### src/rtl/wp_seq_pkg.sv
package wp_seq_pkg;
  typedef enum logic [2:0] {
    OP_NONE  = 3'd0,
    OP_EWEN  = 3'd1,
    OP_EWDS  = 3'd2,
    OP_ERASE = 3'd3,
    OP_WRITE = 3'd4,
    OP_ERAL  = 3'd5,
    OP_WRAL  = 3'd6
  } wp_op_e;

  typedef enum logic [1:0] {
    PH_IDLE = 2'd0,
    PH_CLR  = 2'd1,
    PH_PROG = 2'd2
  } wp_phase_e;
endpackage

### src/rtl/wp_enable_latch.sv
module wp_enable_latch (
  input  logic clk,
  input  logic rst_n,
  input  logic power_good,
  input  logic set_req,
  input  logic clr_req,
  output logic en
);
  always_ff @(posedge clk or negedge rst_n) begin
    if (!rst_n)          en <= 1'b0;
    else if (!power_good) en <= 1'b0;
    else if (clr_req)    en <= 1'b0;
    else if (set_req)    en <= 1'b1;
  end


  latch_set_src_chk: assert property (@(posedge clk) disable iff (!rst_n)
    $rose(en) |-> $past(set_req) && $past(power_good));

  latch_clr_src_chk: assert property (@(posedge clk) disable iff (!rst_n)
    $fell(en) |-> $past(clr_req) || !$past(power_good));
endmodule

### src/rtl/wp_cycle_timer.sv
module wp_cycle_timer #(
  parameter int CW = 8
) (
  input  logic          clk,
  input  logic          rst_n,
  input  logic          abort,
  input  logic          start,
  input  logic [CW-1:0] dur,
  output logic          busy
);
  logic [CW-1:0] cnt;

  always_ff @(posedge clk or negedge rst_n) begin
    if (!rst_n) begin
      busy <= 1'b0;
      cnt  <= '0;
    end else if (abort) begin
      busy <= 1'b0;
      cnt  <= '0;
    end else if (start && !busy) begin
      busy <= 1'b1;
      cnt  <= dur - 1'b1;
    end else if (busy) begin
      if (cnt == '0) busy <= 1'b0;
      else           cnt  <= cnt - 1'b1;
    end
  end


  busy_hold_chk: assert property (@(posedge clk) disable iff (!rst_n)
    $fell(busy) |-> ($past(cnt) == '0) || $past(abort));

  no_reload_chk: assert property (@(posedge clk) disable iff (!rst_n)
    ($past(busy) && busy) |-> (cnt == $past(cnt) - 1'b1));
endmodule

### src/rtl/wp_array_sweeper.sv
module wp_array_sweeper
  import wp_seq_pkg::*;
#(
  parameter int AW = 4,
  parameter int DW = 8
) (
  input  logic          clk,
  input  logic          rst_n,
  input  logic          abort,
  input  logic          start,
  input  logic          full,
  input  logic          do_prog,
  input  logic [AW-1:0] addr_in,
  input  logic [DW-1:0] data_in,
  output logic          arr_we,
  output logic [AW-1:0] arr_addr,
  output logic [DW-1:0] arr_wdata
);
  localparam logic [DW-1:0] ERASED = '1;

  wp_phase_e     ph;
  logic [AW-1:0] cur, base, stop;
  logic [DW-1:0] data_q;
  logic          prog_q;

  always_ff @(posedge clk or negedge rst_n) begin
    if (!rst_n) begin
      ph     <= PH_IDLE;
      cur    <= '0;
      base   <= '0;
      stop   <= '0;
      data_q <= '0;
      prog_q <= 1'b0;
    end else if (abort) begin
      ph <= PH_IDLE;
    end else if (start) begin
      ph     <= PH_CLR;
      cur    <= full ? '0 : addr_in;
      base   <= full ? '0 : addr_in;
      stop   <= full ? '1 : addr_in;
      data_q <= data_in;
      prog_q <= do_prog;
    end else begin
      unique case (ph)
        PH_CLR: begin
          if (cur == stop) begin
            if (prog_q) begin
              ph  <= PH_PROG;
              cur <= base;
            end else begin
              ph <= PH_IDLE;
            end
          end else begin
            cur <= cur + 1'b1;
          end
        end
        PH_PROG: begin
          if (cur == stop) ph <= PH_IDLE;
          else             cur <= cur + 1'b1;
        end
        default: ;
      endcase
    end
  end

  assign arr_we    = (ph != PH_IDLE);
  assign arr_addr  = cur;
  assign arr_wdata = (ph == PH_PROG) ? data_q : ERASED;


  prog_after_clr_chk: assert property (@(posedge clk) disable iff (!rst_n)
    (ph == PH_PROG && $past(ph) != PH_PROG) |-> ($past(ph) == PH_CLR));
endmodule

### src/rtl/wp_prog_sequencer.sv
module wp_prog_sequencer
  import wp_seq_pkg::*;
#(
  parameter int AW         = 4,
  parameter int DW         = 8,
  parameter int T_WORD_CYC = 1000,
  parameter int T_ERAL_CYC = 2000,
  parameter int T_WRAL_CYC = 3000
) (
  input  logic          clk,
  input  logic          rst_n,
  input  logic          power_good,
  input  logic          prog_en,
  input  logic          cmd_valid,
  output logic          cmd_ready,
  input  logic [2:0]    cmd_op,
  input  logic [AW-1:0] cmd_addr,
  input  logic [DW-1:0] cmd_data,
  output logic          busy,
  output logic          arr_we,
  output logic [AW-1:0] arr_addr,
  output logic [DW-1:0] arr_wdata
);
  localparam int T_MAX_A = (T_WORD_CYC > T_ERAL_CYC) ? T_WORD_CYC : T_ERAL_CYC;
  localparam int T_MAX   = (T_MAX_A > T_WRAL_CYC) ? T_MAX_A : T_WRAL_CYC;
  localparam int CW      = $clog2(T_MAX + 1);

  logic          wr_en;
  logic          take;
  logic          is_prog;
  logic          start;
  logic          abort;
  logic [CW-1:0] dur;

  assign cmd_ready = 1'b1;
  assign abort     = !power_good;
  assign take      = cmd_valid && power_good && !busy;
  assign is_prog   = (cmd_op == OP_ERASE) || (cmd_op == OP_WRITE) ||
                     (cmd_op == OP_ERAL)  || (cmd_op == OP_WRAL);
  assign start     = take && is_prog && wr_en && prog_en;

  always_comb begin
    unique case (cmd_op)
      OP_ERAL: dur = CW'(T_ERAL_CYC);
      OP_WRAL: dur = CW'(T_WRAL_CYC);
      default: dur = CW'(T_WORD_CYC);
    endcase
  end

  wp_enable_latch u_latch (
    .clk        (clk),
    .rst_n      (rst_n),
    .power_good (power_good),
    .set_req    (take && cmd_op == OP_EWEN),
    .clr_req    (take && cmd_op == OP_EWDS),
    .en         (wr_en)
  );

  wp_cycle_timer #(.CW(CW)) u_timer (
    .clk   (clk),
    .rst_n (rst_n),
    .abort (abort),
    .start (start),
    .dur   (dur),
    .busy  (busy)
  );

  wp_array_sweeper #(.AW(AW), .DW(DW)) u_sweep (
    .clk       (clk),
    .rst_n     (rst_n),
    .abort     (abort),
    .start     (start),
    .full      ((cmd_op == OP_ERAL) || (cmd_op == OP_WRAL)),
    .do_prog   ((cmd_op == OP_WRITE) || (cmd_op == OP_WRAL)),
    .addr_in   (cmd_addr),
    .data_in   (cmd_data),
    .arr_we    (arr_we),
    .arr_addr  (arr_addr),
    .arr_wdata (arr_wdata)
  );


  start_gated_chk: assert property (@(posedge clk) disable iff (!rst_n)
    $rose(busy) |-> $past(prog_en) && $past(wr_en) && $past(power_good));

  we_inside_busy_chk: assert property (@(posedge clk) disable iff (!rst_n)
    arr_we |-> busy);

  power_abort_chk: assert property (@(posedge clk) disable iff (!rst_n)
    !power_good |=> !busy && !arr_we);

  ready_high_chk: assert property (@(posedge clk) disable iff (!rst_n)
    cmd_ready);
endmodule

### config.mk
export PLATFORM = sky130hd
export DESIGN_NAME = wp_prog_sequencer
export DESIGN_NICKNAME = d
export VERILOG_FILES = /design/src/rtl/wp_seq_pkg.sv /design/src/rtl/wp_enable_latch.sv /design/src/rtl/wp_cycle_timer.sv /design/src/rtl/wp_array_sweeper.sv /design/src/rtl/wp_prog_sequencer.sv
export SDC_FILE = /design/constraint.sdc
export NUM_CORES = 1
export LEC_CHECK = 0
export ABC_AREA = 1
export BUFFER_PORTS_ARGS = -buffer_cell sky130_fd_sc_hd__buf_2
export CAP_MARGIN = 0
export CORE_ASPECT_RATIO = 0.6
export CORE_UTILIZATION = 55
export CTS_BUF_LIST = sky130_fd_sc_hd__clkbuf_8
export DETAILED_ROUTE_END_ITERATION = 6
export PLACE_DENSITY_LB_ADDON = 0.15
export SYNTH_ARGS = -nofsm -noshare
export SYNTH_HDL_FRONTEND = slang
export SYNTH_HIERARCHICAL = 1
export SYNTH_SLANG_ARGS = --single-unit
### constraint.sdc
create_clock -name clk -period 3.25 [get_ports clk]
set_clock_uncertainty 0.1 [all_clocks]
set_input_delay 0.325 -clock clk [delete_from_list [all_inputs] [get_ports clk]]
set_output_delay 0.325 -clock clk [all_outputs]
set_load 0.01 [all_outputs]
==> impl_metrics.env <==
export IMPL_grt_ovfl_total=0
export IMPL_route_met2_wl_um=2400
export IMPL_arrival_ns=2.61
export IMPL_finalSetupViolCount=0
export IMPL_peakVddDrop_mv=0.155
export IMPL_root_buffer="clkbuf_8"
export IMPL_startpoint="u_timer/busy"
export IMPL_synth_ff_type="dfrtp_1"
export IMPL_ys_types=33
export IMPL_crit_type="flip-flop to flip-flop"
export IMPL_crit_reg2reg_capture="u_timer/cnt[10]"
export IMPL_final_hold_viol_count=0
export IMPL_critPathRequiredTime_ns=3.33
export IMPL_path_cells="nor2_1 > nand3_1 > nor2_2 > inv_2 > nor2_2 > nand2_1 > nand2_2 > ha_1 > nand3_2 > nor3_4 > nand3_1 > nand3_1 > nand2_1"
export IMPL_fp_dieH_um=55.8
export IMPL_async_flop_share=1.00
export IMPL_leakage_uw=0.00179
export IMPL_endpoint="u_timer/cnt[10]"
export IMPL_synth_largest_area_cell="dfrtp_1"
export IMPL_finalPower_uw=875
export IMPL_syn_to_final_growth_pct=11.0
export IMPL_met3WireLength_um=425
export IMPL_cts_inserted_buffers=5
export IMPL_yosysSeqAreaShare=0.349
export IMPL_die_w_um=91.6
export IMPL_antenna_found_initial=0
export IMPL_place_hpwl_um=4550
export IMPL_ys_ff_latch=37
export IMPL_synth_top_area_frac=0.349
export IMPL_fin_setup_tns_ns=0
export IMPL_grt_pass1_vias=2208
export IMPL_cts_hold_fix_buffers=0
export IMPL_synth_top_cells_by_count="nand2_1 (139), inv_1 (47), dfrtp_1 (37)"
export IMPL_hp_class="primary input to async pin"
export IMPL_start_util=0.575
export IMPL_multiInputGateArea_um2=1450
export IMPL_cts_tree="done"
export IMPL_start_kind="flip-flop"
export IMPL_cts_max_path_buffers=2
export IMPL_final_seq_area_um2=926
export IMPL_status="finished, final reports clean"
export IMPL_rsz0062_at_grt="no"
export IMPL_cap_viol_max_count=0
export IMPL_first_iter_violations=174
export IMPL_numClockSinks=37
export IMPL_routed_via_density=5.08
export IMPL_drv_slew=0
export IMPL_r2r_start="u_timer/busy"
export IMPL_slowest_stage="dfrtp_1"
export IMPL_p_per_area_nw_per_um2=297
export IMPL_port_buffers=33
export IMPL_firstDrtPassIters=4
export IMPL_place_congestion=0.882
export IMPL_setup_ws_ns=0.717
export IMPL_clk_latency_ns=0.29
export IMPL_cp_buffers_inverters=1
export IMPL_drc=0
export IMPL_synthCells=388
export IMPL_syn_mean_instance_area_um2=6.83
export IMPL_cts_resized=0
export IMPL_synth_most_common_cell="nand2_1"
export IMPL_n_fill_cell=443
export IMPL_htree_levels=2
export IMPL_pin_count=35
export IMPL_num_antenna_cells=0
export IMPL_vias=2493
export IMPL_r2r_slack_ns=0.72
export IMPL_worst_path_stages=13
export IMPL_postCtsSetupBuffers=0
export IMPL_wire_per_inst_um=12.3
export IMPL_grt_max_degree=38
export IMPL_critPathCaptureType="flip-flop"
export IMPL_synth_edf_count=0
export IMPL_crit_family="simple AND/OR/NAND/NOR gates"
export IMPL_ant_nets=0
export IMPL_drive_above_1_share=0.206
export IMPL_ys_top_cells_by_area="dfrtp_1 (35%), nand2_1 (20%), inv_1 (6.7%)"
export IMPL_post_route_period_util=0.779
export IMPL_drt_met1_wl_um=3180
export IMPL_finalNetCount=452
export IMPL_syn_area_um2=2650
export IMPL_cp_max_fo=6
export IMPL_grtUsageTotal=0.255
export IMPL_worstRegToRegCells=13
export IMPL_worst_slew_pin_slew_ns=0.844
export IMPL_wirelength_um=6040
export IMPL_dr_max_layer_used="met4"
export IMPL_die_area_um2=5110
export IMPL_design_core_area_um2=4610
export IMPL_grt_pass1_wl_um=10300
export IMPL_path_clk_slew_ns=0.08
export IMPL_fmax_mhz=395
export IMPL_pre_cts_ws_ns=0.689
export IMPL_cpMostUsedCell="nand3_1"
export IMPL_rows=19
export IMPL_slowest_delay_ns=0.46
export IMPL_slew_headroom=0.437
export IMPL_ys_warn_count=6
export IMPL_period_needed_ns=2.53
[final cells by class]
cell class,count,share of cell area
flip-flops and latches,37,0.315
inverters,59,0.0761
well taps,63,0.0268
clock buffers,5,0.0234
clock inverters,3,0.00383
multi-input cells,289,0.494
repair buffers,35,0.0612
[routing by layer]
| metal | up-vias | track usage |
|---|---|---|
| li1 | 1262 | - |
| met1 | 1144 | 0.396 |
| met2 | 82 | 0.349 |
| met3 | 5 | 0.0697 |
| met4 | 0 | 0.0544 |
| met5 | - | 0 |
[worst min path at each step]
| stage | endpoint | slack, ns | cells after the start |
|---|---|---|---|
| 2_1_floorplan | u_latch/en | -0.07 | 0 |
| 3_3_place_gp | u_sweep/data_q[6] | 0.35 | 2 |
| 3_5_place_dp | u_sweep/data_q[3] | 0.35 | 2 |
| 4_1_cts | u_timer/cnt[9] | 0.07 | 1 |
| 5_1_grt | u_sweep/stop[3] | 0.10 | 1 |
| 6_report | u_timer/cnt[0] | 0.04 | 1 |
[flip-flops by register name, indices dropped and copies added (netlist names)]
name and count:
u_sweep/stop 4, u_sweep/data_q 8, u_sweep/ph 2, u_latch/en 1, u_timer/busy 1, u_sweep/prog_q 1
u_sweep/base 4, u_timer/cnt 12, u_sweep/arr_addr 4
[worst register-to-register path: stages, from the launching register on]
cell,delay (ns)
dfrtp_1,0.46
nor2_1,0.13
nand3_1,0.09
nor2_2,0.29
inv_2,0.10
nor2_2,0.22
nand2_1,0.10
nand2_2,0.10
ha_1,0.21
nand3_2,0.13
nor3_4,0.27
nand3_1,0.11
nand3_1,0.09
nand2_1,0.05
[power breakdown]
group          leakage, µW  switching [µW]  internal, µW
Sequential        0.000485            8.40           470
Combinational      0.00126            64.1          30.8
Clock            0.0000519             158           143
[layout by cell type, fill, tap and decap left out, types with 2 or more instances in the layout]
master | Yosys | routed
nor2_4 | 2 | 2
or2_2 | 8 | 8
xor2_1 | 3 | 3
nand2_1 | 139 | 139
clkbuf_8 | 0 | 5
nand2_2 | 9 | 9
o21ai_4 | 2 | 2
nand3_2 | 3 | 3
nand3_1 | 33 | 33
nor2_2 | 5 | 5
o21ai_1 | 9 | 9
nand2_4 | 2 | 2
buf_4 | 1 | 2
nor2_8 | 2 | 2
nand4_1 | 7 | 7
nor2_1 | 27 | 27
nand3b_1 | 4 | 4
buf_2 | 2 | 33
dfrtp_1 | 37 | 37
inv_1 | 47 | 50
inv_2 | 11 | 11
ha_1 | 5 | 5
o21ai_0 | 13 | 13
conb_1 | 2 | 8
nor3_1 | 2 | 2
[cell families after synthesis]
kind of cell / Yosys count / synth area share
simple gates: 246 / 0.440
flops: 37 / 0.349
fa+ha+maj: 5 / 0.0236
other cells: 2 / 0.00283
compound gates: 26 / 0.0599
xor+xnor: 4 / 0.0132
buf+inv: 68 / 0.111
[stage by stage]
stage               hold slack (ns)  area (µm²)   util  cells
finish                       0.0444        2940  0.638    491
global route                  0.103        2940  0.638    491
CTS                          0.0659        2940  0.638    491
detailed placement            0.352        2860  0.621    483
global placement              0.348        2860  0.621    483
floorplan                   -0.0706        2670      -    394
(Power assumes the default switching activity.)
